==> src/rtl/wdt_pkg.sv <==
package wdt_pkg;
    localparam int unsigned REG_W   = 8;
    localparam int unsigned B_EN    = 0;
    localparam int unsigned B_SEL   = 1;
    localparam int unsigned B_SVC   = 3;
    localparam int unsigned B_UDF   = 4;

    typedef struct packed {
        logic       en;
        logic [1:0] sel;
        logic       udf;
        logic       req;
    } wdt_state_t;
endpackage

==> src/rtl/wdt_downcnt.sv <==
module wdt_downcnt #(
    parameter int unsigned W = 8
) (
    input  logic         clk,
    input  logic         rst_n,
    input  logic         load,
    input  logic         dec,
    output logic [W-1:0] val,
    output logic         at_zero
);
    logic [W-1:0] val_d, val_q;

    always_comb begin
        val_d = val_q;
        if (load)
            val_d = '1;
        else if (dec)
            val_d = val_q - 1'b1;
    end

    always_ff @(posedge clk or negedge rst_n) begin
        if (!rst_n)
            val_q <= '1;
        else
            val_q <= val_d;
    end

    assign val     = val_q;
    assign at_zero = (val_q == '0);
endmodule

==> src/rtl/wdt_window.sv <==
module wdt_window #(
    parameter int unsigned W = 8
) (
    input  logic [W-1:0] cnt,
    input  logic [1:0]   sel,
    output logic         too_early
);
    localparam logic [W-1:0] ALL_ONES = '1;
    logic [W-1:0] bound;

    always_comb begin
        bound     = ALL_ONES >> sel;
        too_early = (cnt > bound);
    end
endmodule

==> src/rtl/wdt_window_top.sv <==
module wdt_window_top
    import wdt_pkg::*;
#(
    parameter int unsigned PRE_W = 8,
    parameter int unsigned CNT_W = 8
) (
    input  logic             clk,
    input  logic             rst_n,
    input  logic             wr_en,
    input  logic [REG_W-1:0] wr_data,
    input  logic             rst_wdog,
    output logic             wd_rst_req,
    output logic [REG_W-1:0] wd_status
);
    wdt_state_t   st_d, st_q;
    logic [PRE_W-1:0] pre_val;
    logic [CNT_W-1:0] cnt_val;
    logic         pre_zero, cnt_zero;
    logic         early, svc, runout, fire, reload;
    logic         pre_dec, cnt_dec;

    wdt_downcnt #(.W(PRE_W)) u_pre (
        .clk(clk), .rst_n(rst_n), .load(reload), .dec(pre_dec),
        .val(pre_val), .at_zero(pre_zero)
    );

    wdt_downcnt #(.W(CNT_W)) u_cnt (
        .clk(clk), .rst_n(rst_n), .load(reload), .dec(cnt_dec),
        .val(cnt_val), .at_zero(cnt_zero)
    );

    wdt_window #(.W(CNT_W)) u_win (
        .cnt(cnt_val), .sel(st_q.sel), .too_early(early)
    );

    always_comb begin
        st_d    = st_q;
        svc     = wr_en && wr_data[B_SVC] && st_q.en && !rst_wdog;
        runout  = st_q.en && pre_zero && cnt_zero && !svc && !rst_wdog;
        fire    = (svc && early) || runout;
        reload  = rst_wdog || svc || runout;
        pre_dec = st_q.en && !reload;
        cnt_dec = st_q.en && pre_zero && !reload;

        st_d.req = fire;
        st_d.udf = st_q.udf || fire;
        if (!st_q.en && wr_en && wr_data[B_EN] && !rst_wdog) begin
            st_d.en  = 1'b1;
            st_d.sel = wr_data[B_SEL +: 2];
        end
    end

    always_ff @(posedge clk or negedge rst_n) begin
        if (!rst_n)
            st_q <= '0;
        else
            st_q <= st_d;
    end

    always_comb begin
        wd_status                = '0;
        wd_status[B_EN]          = st_q.en;
        wd_status[B_SEL +: 2]    = st_q.sel;
        wd_status[B_UDF]         = st_q.udf;
    end

    assign wd_rst_req = st_q.req;
endmodule

==> config.mk <==
export PLATFORM = sky130hd
export DESIGN_NAME = wdt_window_top
export DESIGN_NICKNAME = d
export VERILOG_FILES = /design/src/rtl/wdt_pkg.sv /design/src/rtl/wdt_downcnt.sv /design/src/rtl/wdt_window.sv /design/src/rtl/wdt_window_top.sv
export SDC_FILE = /design/constraint.sdc
export NUM_CORES = 1
export LEC_CHECK = 0
export ABC_AREA = 1
export BUFFER_PORTS_ARGS = -buffer_cell sky130_fd_sc_hd__buf_2
export CORE_MARGIN = 4
export CORE_UTILIZATION = 59
export CTS_CLUSTER_DIAMETER = 60
export DETAILED_ROUTE_END_ITERATION = 6
export PLACE_DENSITY = 0.9
export RECOVER_POWER = 50
export SETUP_SLACK_MARGIN = 0.02
export SLEW_MARGIN = 20
export SYNTH_ARGS = -nofsm -noshare
export SYNTH_HDL_FRONTEND = slang
export SYNTH_SLANG_ARGS = --single-unit
==> constraint.sdc <==
create_clock -name clk -period 2.45 [get_ports clk]
set_input_delay 0.1225 -clock clk [delete_from_list [all_inputs] [get_ports clk]]
set_output_delay 0.1225 -clock clk [all_outputs]
set_load 0.005 [all_outputs]
== Word-level counts from Yosys, hierarchy flattened ==
Index checks and enable logic that the tools add are counted.
Operators by class
  add/subtract/negate cells: 2
  order comparisons: 1
  shift operators: 1
  mux-type cells: 4
  reductions and logical operators: 25
Operators with widths (count)
  2-to-1 mux 8 bit: 4
  zero test 8 bit: 2
  subtractor 8 x 1 -> 8 bit, second input constant: 2
  logical AND 1 bit: 13
  > comparator 8 bit: 1
  >> shifter 8 x 2 -> 8 bit, first input constant: 1
  zero test 1 bit: 4
  logical OR 1 bit: 4
  nonzero test 2 bit: 2
Word-level totals
  register bits: 21
  bits of input ports: 12
  output and inout port bits: 9

== Longest topological paths before layout ==
Gate-level depths: netlist of run 1.
  word-level depth: 11
  mapped depth: 11

== Hierarchy ==
Synthesis of run 1 repeated with hierarchy kept, for this count alone.
Second synthesis, totals
  cell total of the unflattened synthesis: 177
  area total of the unflattened synthesis: 1342.5 um^2
By module, submodules not included
  wdt_downcnt at u_cnt: times used 1, cells each 60, area an instance 473.0 um^2
  wdt_downcnt at u_pre: times used 1, cells each 59, area an instance 471.7 um^2
  wdt_window_top: times used 1, cells each 39, area an instance 292.8 um^2
  wdt_window: times used 1, cells each 19, area an instance 105.1 um^2

== Worst setup path before layout of run 1 ==
Ideal clock, no wire load.
  kind: reg2reg
  start point: register u_pre.val_q[0], in the netlist u_pre.val[0]
  end point: register u_pre.val_q[2], in the netlist u_pre.val[2]
  data arrival time: 1.454 ns
  data required time: 2.365 ns
  path slack: 0.911 ns
  stages on the path, launching flop included: 10
  cell sequence: dfstp_2 > inv_1 > ha_1 > nand2_2 > inv_2 > nand2_2 > nor2_8 > a21oi_4 > buf_6 > nand3b_2
Between the ends
  word-level cells in the longest chain between the ends: 9
  elaborated cells between the ends (all ways): 12
Ends and longest elaborated chain
  start: declaration: RTL line wdt_downcnt.sv:11  | logic [W-1:0] val_d, val_q;
  start signal: assignment: RTL line wdt_downcnt.sv:25  | val_q <= val_d;
  branches (longest 9 deep; another with subtractor 8 x 1 -> 8 bit)
Several ways; the timed one is not identified. The select of a mux whose other input is x is not followed.
A chain may end at the register's enable or synchronous reset.

== Worst setup path after layout of run 1 ==
  start point: register u_pre.val_q[0], in the netlist u_pre.val[0]
  end point: register u_cnt.val_q[1], in the netlist u_cnt.val[1]
Between the ends
  word-level cells in the longest chain between the ends: 9
  elaborated cells between the ends (all ways): 10
Ends and longest elaborated chain
  zero test 8 bit (*): RTL line wdt_downcnt.sv:29  | assign at_zero = (val_q == '0);
  logical AND 1 bit (*): RTL line wdt_window_top.sv:39, wdt_window_top.sv:43
  logical AND 1 bit (3 in a row): RTL line wdt_window_top.sv:39  | runout = st_q.en && pre_zero && cnt_zero && !svc && !rst_wdog;
  logical OR 1 bit: RTL line wdt_window_top.sv:41  | reload = rst_wdog || svc || runout;
  zero test 1 bit: RTL line wdt_window_top.sv:43  | cnt_dec = st_q.en && pre_zero && !reload;
  logical AND 1 bit: RTL line wdt_window_top.sv:43
  nonzero test 2 bit (no source line)
  end signal: assignment: RTL line wdt_downcnt.sv:25
  end: declaration: RTL line wdt_downcnt.sv:11
Every way passes the cells marked *; elsewhere a longest branch is shown, timed or not.

==> results of run 1 <==
-- kinds of logic after synthesis --
group | after synthesis | synth area share
AO/OA/AOI/OAI | 9 | 0.0505
multiplexers | 2 | 0.0171
flip-flops | 21 | 0.415
buffers and inverters | 28 | 0.0971
XOR/XNOR | 2 | 0.0133
other | 1 | 0.00285
AND/OR/NAND/NOR | 89 | 0.347
adder cells (fa/ha/maj) | 6 | 0.0571
-- cell type report --
type / instances / area [µm²] / share of cell area
multi-input combinational: 112 / 652 / 0.462
tap: 27 / 33.8 / 0.0240
inverter: 23 / 86.3 / 0.0612
timing repair buffer: 13 / 66.3 / 0.0470
clock buffer: 4 / 26.3 / 0.0186
sequential: 21 / 546 / 0.387
-- per-stage QoR --
stage          setup slack [ps]  area, µm²  total power (W)  hold WS (ps)
3_5_place_dp                581       1380         0.000420          97.4
6_report                    589       1410         0.000584          38.3
2_1_floorplan               911       1330         0.000406          -173
5_1_grt                     446       1410         0.000618          28.3
3_3_place_gp                643       1380         0.000417          90.4
4_1_cts                     574       1410         0.000594          29.1
-- where the power goes --
| group | internal (W) | switching, W |
|---|---|---|
| Clock | 0.0000635 | 0.000105 |
| Combinational | 0.0000170 | 0.0000330 |
| Sequential | 0.000358 | 0.00000715 |
| Total | 0.000439 | 0.000145 |
-- path summary, 6_finish.rpt --
| path | startpoint | to | cells after the start |
|---|---|---|---|
| worst max-delay path | u_pre.val[0] | u_cnt.val[1] | 10 |
| worst min-delay path | wr_data[2] | wd_status[2] | 2 |
| worst max register to register | u_pre.val[0] | u_cnt.val[1] | 10 |
| worst min register to register | u_pre.val[7] | u_pre.val[7] | 2 |
| max in group asynchronous | rst_n | wd_status[1] | 2 |
| min in group asynchronous | rst_n | wd_rst_req | 2 |
-- metal layers --
| layer | track usage | vias up |
|---|---|---|
| li1 | - | 525 |
| met1 | 0.232 | 480 |
| met2 | 0.344 | 21 |
| met3 | 0.0509 | 2 |
| met4 | 0.0567 | 0 |
| met5 | 0 | - |
-- registers in the layout, summed over array words and instances (netlist names) --
name,cells
u_pre.val,8
wd_rst_req,1
u_cnt.val,8
wd_status,4
-- layout by cell type (no fill, tap or decap), drive strengths merged, types with 4 or more instances in the layout --
cell     n
nand2   39
inv     23
nor2    22
nand3   19
dfstp   16
buf      9
clkbuf   7
ha       6
dfrtp    5
conb     4
nand3b   4
-- repair_timing --
action	CTS	global route
hold buffers	1	0
endpoints found under the hold margin	5	0
gates resized for setup	0	0
==> metrics.md, run 1 <==
| Metric | Value |
|---|---|
| Total Wirelength | 2.38 mm |
| Max Root-Sink Buffers | 2 |
| Wl on met1 | 1.08 mm |
| Post-Synthesis Cell Area | 0.00131 mm² |
| Fillers | 170 |
| WL per Instance | 11.9 µm |
| Library cells used by synthesis | 27 |
| Largest net degree at the start of global routing | 22 |
| Global-route usage over all layers | 0.195 |
| Fin crit period | 1860 ps |
| Area share of the largest cell type after synthesis | 0.320 |
| DR iter-0 viols | 18 |
| Max FO, Critical Path | 16 |
| Status | completed |
| Vias in the first global route | 1036 |
| Setup violators final | 0 |
| Clk sinks | 21 |
| Mapped Cells | 158 |
| Post-route antenna net violation count | 0 |
| ANT cells | 0 |
| Die H | 55.2 µm |
| Worst hold path class | input pin to flop |
| Maximum VDD drop | 0.447 mV |
| Seq/Total Area, Yosys | 0.415 |
| Pre-antenna DRT Iters | 5 |
| DRC viols | 0 |
| Nets | 192 |
| Via count | 1028 |
| First-pass GRT wire length | 4.26 mm |
| GPL Wtd Cong | 0.790 |
| Max incr delay on CP | 550 ps |
| Core area | 0.00204 mm² |
| Clock Pin Slew Worst Setup and Hold Paths | 110 ps |
| Num CTS Buffers | 3 |
| CP endpoint kind | flop |
| I/O pins | 21 |
| Max Cap Violations | 0 |
| Critical path launch point type | flop |
| Tightest Pin Transition | 1100 ps |
| Synth Warn # | 0 |
| CP max stage cell | dfstp_2 |
| Pleak | 0.745 nW |
| Grt ovf | 0 |
| DP HPWL | 1.81 mm |
| Average cell area after synthesis | 8.31 µm² |
| Worst Clk Skew | 1.23 ps |
| Dpl cells | 195 |
| Post-synth EDFFs | 0 |
| Share of cells above drive strength 1 | 0.289 |
| RSZ-0062 raised after global routing | false |
| Pwr Density | 414 mW/mm² |
| R2R Setup Slk | 590 ps |
| Crit-path cells | inv_1 -> ha_1 -> nand2_2 -> inv_2 -> nand2_2 -> nor2_8 -> a21oi_4 -> nand2_1 -> nand2_1 -> inv_1 |
| Worst-Skew Late Latency | 300 ps |
| Layout area overhead | 7.33% |
| Critical Path RT | 2700 ps |
| Max-slew violations | 0 |
| Post-synth ARST share | 1.00 |
| Fin util | 0.691 |
| Ys flop type | dfstp_2 |
| Post-route clock period utilization | 0.760 |
| Final TNS setup | 0 ps |
| #FFs+latches synth | 21 |
| Met2 wire len | 1.17 mm |
| Vias/cell | 5.14 |
| Rows | 16 |
| Rel. slew slack | 0.264 |
| Met3 wire length | 109 µm |
| Post-synth top cells | nand2_1, inv_1, nor2_1 |
| Initial antenna violation count | 0 |
| Port Buffer Count | 12 |
| Layout Cells excl Fill | 200 |
| Synth top area cells | dfstp_2, nand2_1, dfrtp_1, inv_1, ha_1 |
| Fmax | 537 MHz |
| Synth area leader | dfstp_2 |
| Final Hold Viols | 0 |
| DIE AREA | 0.00305 mm² |
| WP buf/inv | 3 |
| Crit-path leading delay family | flip-flops |
| Clk root buf | clkbuf_4 |
| H-tree Lvls | 1 |
| Count leader, synth | nand2_1 |
| Post-CTS Setup Repair Bufs | 0 |
| Crit path arrival time | 2110 ps |
| CTS tree | built |
| Uppermost layer routed | met4 |
| Initial Utilization | 0.643 |
| Die Wd | 55.2 µm |
| Kind of critical path | flop to flop |
(Power assumes the default switching activity.)
==> inputs of run 2 (changes only) <==
--- a/config.mk
+++ b/config.mk
@@ -8,10 +8,10 @@
 export ABC_AREA = 1
 export BUFFER_PORTS_ARGS = -buffer_cell sky130_fd_sc_hd__buf_2
 export CORE_MARGIN = 4
-export CORE_UTILIZATION = 59
+export CORE_UTILIZATION = 55
 export CTS_CLUSTER_DIAMETER = 60
 export DETAILED_ROUTE_END_ITERATION = 6
-export PLACE_DENSITY = 0.9
+export PLACE_DENSITY = 0.85
 export RECOVER_POWER = 50
 export SETUP_SLACK_MARGIN = 0.02
 export SLEW_MARGIN = 20
==> constraint.sdc (replaced) <==
create_clock -name clk -period 1.9 [get_ports clk]
set_input_delay 0.095 -clock clk [delete_from_list [all_inputs] [get_ports clk]]
set_output_delay 0.095 -clock clk [all_outputs]
set_load 0.005 [all_outputs]
==> run 2 against run 1 <==
Critical path type unchanged; global-route usage fell by 0.12 points; non-clock buffer count increased by 1; core utilization fell by 4.8 points; fmax is 9.4% higher; clock skew rose by 8.0 ps; first-iteration DRC count rose to 3.7 times the previous value; die area rose by 6.2%; worst hold slack worse by 23 ps; setup slack worse by 390 ps.
==> metrics.md, run 2 (synthesis gave the netlist of run 1 again) <==
| Metric | Value |
|---|---|
| Status | completed |
| Share of cells above drive strength 1 | 0.310 (+0.0213) |
| Critical Path RT | 2150 ps (-550 ps) |
| Wl on met1 | 1.05 mm (-3.0%) |
| Tightest Pin Transition | 1110 ps (+7.46 ps) |
| Crit-path cells | inv_1 -> ha_1 -> nand2_2 -> inv_2 -> nand2_2 -> nor2_8 -> a21oi_4 -> buf_12 -> o211ai_1 |
| Met2 wire len | 1.50 mm (+28%) |
| CTS Hold Buffers Added | 1 (unchanged) |
| ANT cells | 0 (unchanged) |
| Pre-antenna DRT Iters | 5 (unchanged) |
| CP most frequent cell | nand2_2 |
| Worst Clk Skew | 9.23 ps (+8.00 ps) |
| CP endpoint kind | flop |
| CTS tree | built |
| Critical path launch point type | flop |
| H-tree Lvls | 1 (unchanged) |
| Kind of critical path | flop to flop |
| I/O pins | 21 (unchanged) |
| DRC viols | 0 (unchanged) |
| Global-route usage over all layers | 0.194 (-0.00121) |
| Total Wirelength | 2.68 mm (+13%) |
| First-pass GRT wire length | 4.86 mm (+14%) |
| Grt ovf | 0 (unchanged) |
| Worst hold path class | input pin to flop |
| Vias in the first global route | 1151 (+11%) |
| Max Cap Violations | 0 (unchanged) |
| Core area | 0.00223 mm² (+9.4%) |
| Clk root buf | clkbuf_4 |
| Met3 wire length | 67 µm (-39%) |
| Crit path arrival time | 1950 ps (-160 ps) |
| DP HPWL | 2.11 mm (+17%) |
| Uppermost layer routed | met4 |
| Max Root-Sink Buffers | 2 (unchanged) |
| Die H | 56.9 µm (+3.1%) |
| Power Total | 0.000764 W (+31%) |
| Pwr Density | 532 mW/mm² (+28%) |
| GPL Wtd Cong | 0.825 (+4.4%) |
| Fmax | 588 MHz (+9.4%) |
| FF+latch area | 546 µm² (unchanged) |
| Port Buffer Count | 12 (unchanged) |
| Num CTS Buffers | 3 (unchanged) |
| Pleak | 0.766 nW (+2.8%) |
| Initial Utilization | 0.588 (-0.0551) |
| Nets | 193 (+0.52%) |
| Post-route antenna net violation count | 0 (unchanged) |
| Vias/cell | 5.40 (+5.1%) |
| Layout area overhead | 9.24% |
| Final Hold Viols | 0 (unchanged) |
| Setup violators final | 0 (unchanged) |
| Max FO, Critical Path | 12 (-4) |
| DIE AREA | 0.00323 mm² (+6.2%) |
| WL per Instance | 13.3 µm (+12%) |
| Multi-input logic area | 652 µm² (unchanged) |
| Initial antenna violation count | 0 (unchanged) |
| Largest net degree at the start of global routing | 22 (unchanged) |
| Post-route clock period utilization | 0.895 (+0.135) |
| DR iter-0 viols | 67 (+49) |
| Most common cell after layout, fill and taps aside | nand2_1 |
| Crit-path leading delay family | flip-flops |
| Fillers | 195 (+15%) |
| Worst hold slack | 15.2 ps (-23.2 ps) |
| Rel. slew slack | 0.259 (-0.00497) |
| Maximum VDD drop | 0.567 mV (+27%) |
| Die Wd | 56.9 µm (+3.1%) |
| Via count | 1091 (+6.1%) |
| Clk sinks | 21 (unchanged) |
| RSZ-0062 raised after global routing | false |
| Fin crit period | 1700 ps (-161 ps) |
| Max incr delay on CP | 550 ps (about the same) |
| Max-slew violations | 0 (unchanged) |
| Worst-Skew Late Latency | 310 ps (about the same) |
| Rows | 17 (+1) |
| Post-CTS Setup Repair Bufs | 0 (unchanged) |
| Final TNS setup | 0 ps (unchanged) |
| CP max stage cell | dfstp_2 |
| WP buf/inv | 3 (unchanged) |
| Resize count post-CTS | 0 (unchanged) |
| Most frequent cells in the layout | nand2_1, inv_1, nor2_1 |
| Clock Pin Slew Worst Setup and Hold Paths | 120 ps (about the same) |
[run 2: cell types whose count changed in the layout (fill, tap and decap cells not counted), sizes merged]
cell,before,now
buf,9,12
clkinv,0,1
clkbuf,7,4
[run 2: power by group]
| part | switching [W] | total [W] | internal [W] | leakage, nW |
|---|---|---|---|---|
| combinational | 0.0000454 | 0.0000726 | 0.0000272 | 0.515 |
| clock | 0.000140 | 0.000219 | 0.0000788 | 0.0177 |
| sequential | 0.00000990 | 0.000472 | 0.000462 | 0.233 |
[run 2: final cells by class]
type | instances | share of cell area
Inverter | 23 | 0.0602
Timing Repair Buffer | 14 | 0.0619
Sequential cell | 21 | 0.380
Multi-Input combinational cell | 112 | 0.454
Tap cell | 28 | 0.0244
Clock buffer | 3 | 0.0157
Clock inverter | 1 | 0.00349
[run 2: worst paths after layout]
| kind | from | endpoint | slack (ps) | cells past startpoint |
|---|---|---|---|---|
| worst max-delay path | u_pre.val[0] | u_pre.val[1] | 200 | 9 |
| worst min-delay path | wr_data[2] | wd_status[2] | 20 | 2 |
| worst max register to register | u_pre.val[0] | u_pre.val[1] | 200 | 9 |
| worst min register to register | wd_status[4] | wd_status[4] | 490 | 1 |
| max in group asynchronous | rst_n | wd_rst_req | 710 | 2 |
| min in group asynchronous | rst_n | wd_status[0] | 530 | 2 |
[run 2: worst register-to-register path, delay by kind of cell (launching register included)]
| kind | cells | cell delay (ps) |
|---|---|---|
| flip-flops | 1 | 550 |
| AO/OA/AOI/OAI | 2 | 310 |
| buffers and inverters | 3 | 290 |
| AND/OR/NAND/NOR | 3 | 270 |
| adder cells (fa/ha/maj) | 1 | 210 |
[run 2: per-layer routing]
metal / global-route usage / up-vias
li1: - / 531
met3: 0.0437 / 11
met5: 0 / -
met4: 0.0927 / 0
met2: 0.366 / 20
met1: 0.197 / 529
[run 2: stage by stage]
step	area (µm²)	cells	setup WS, ps	util
global placement	1400	197	280	0.626
CTS	1440	202	194	0.643
detailed placement	1400	197	208	0.626
finish	1440	202	200	0.643
global route	1440	202	79.6	0.643
floorplan	1330	161	361	-
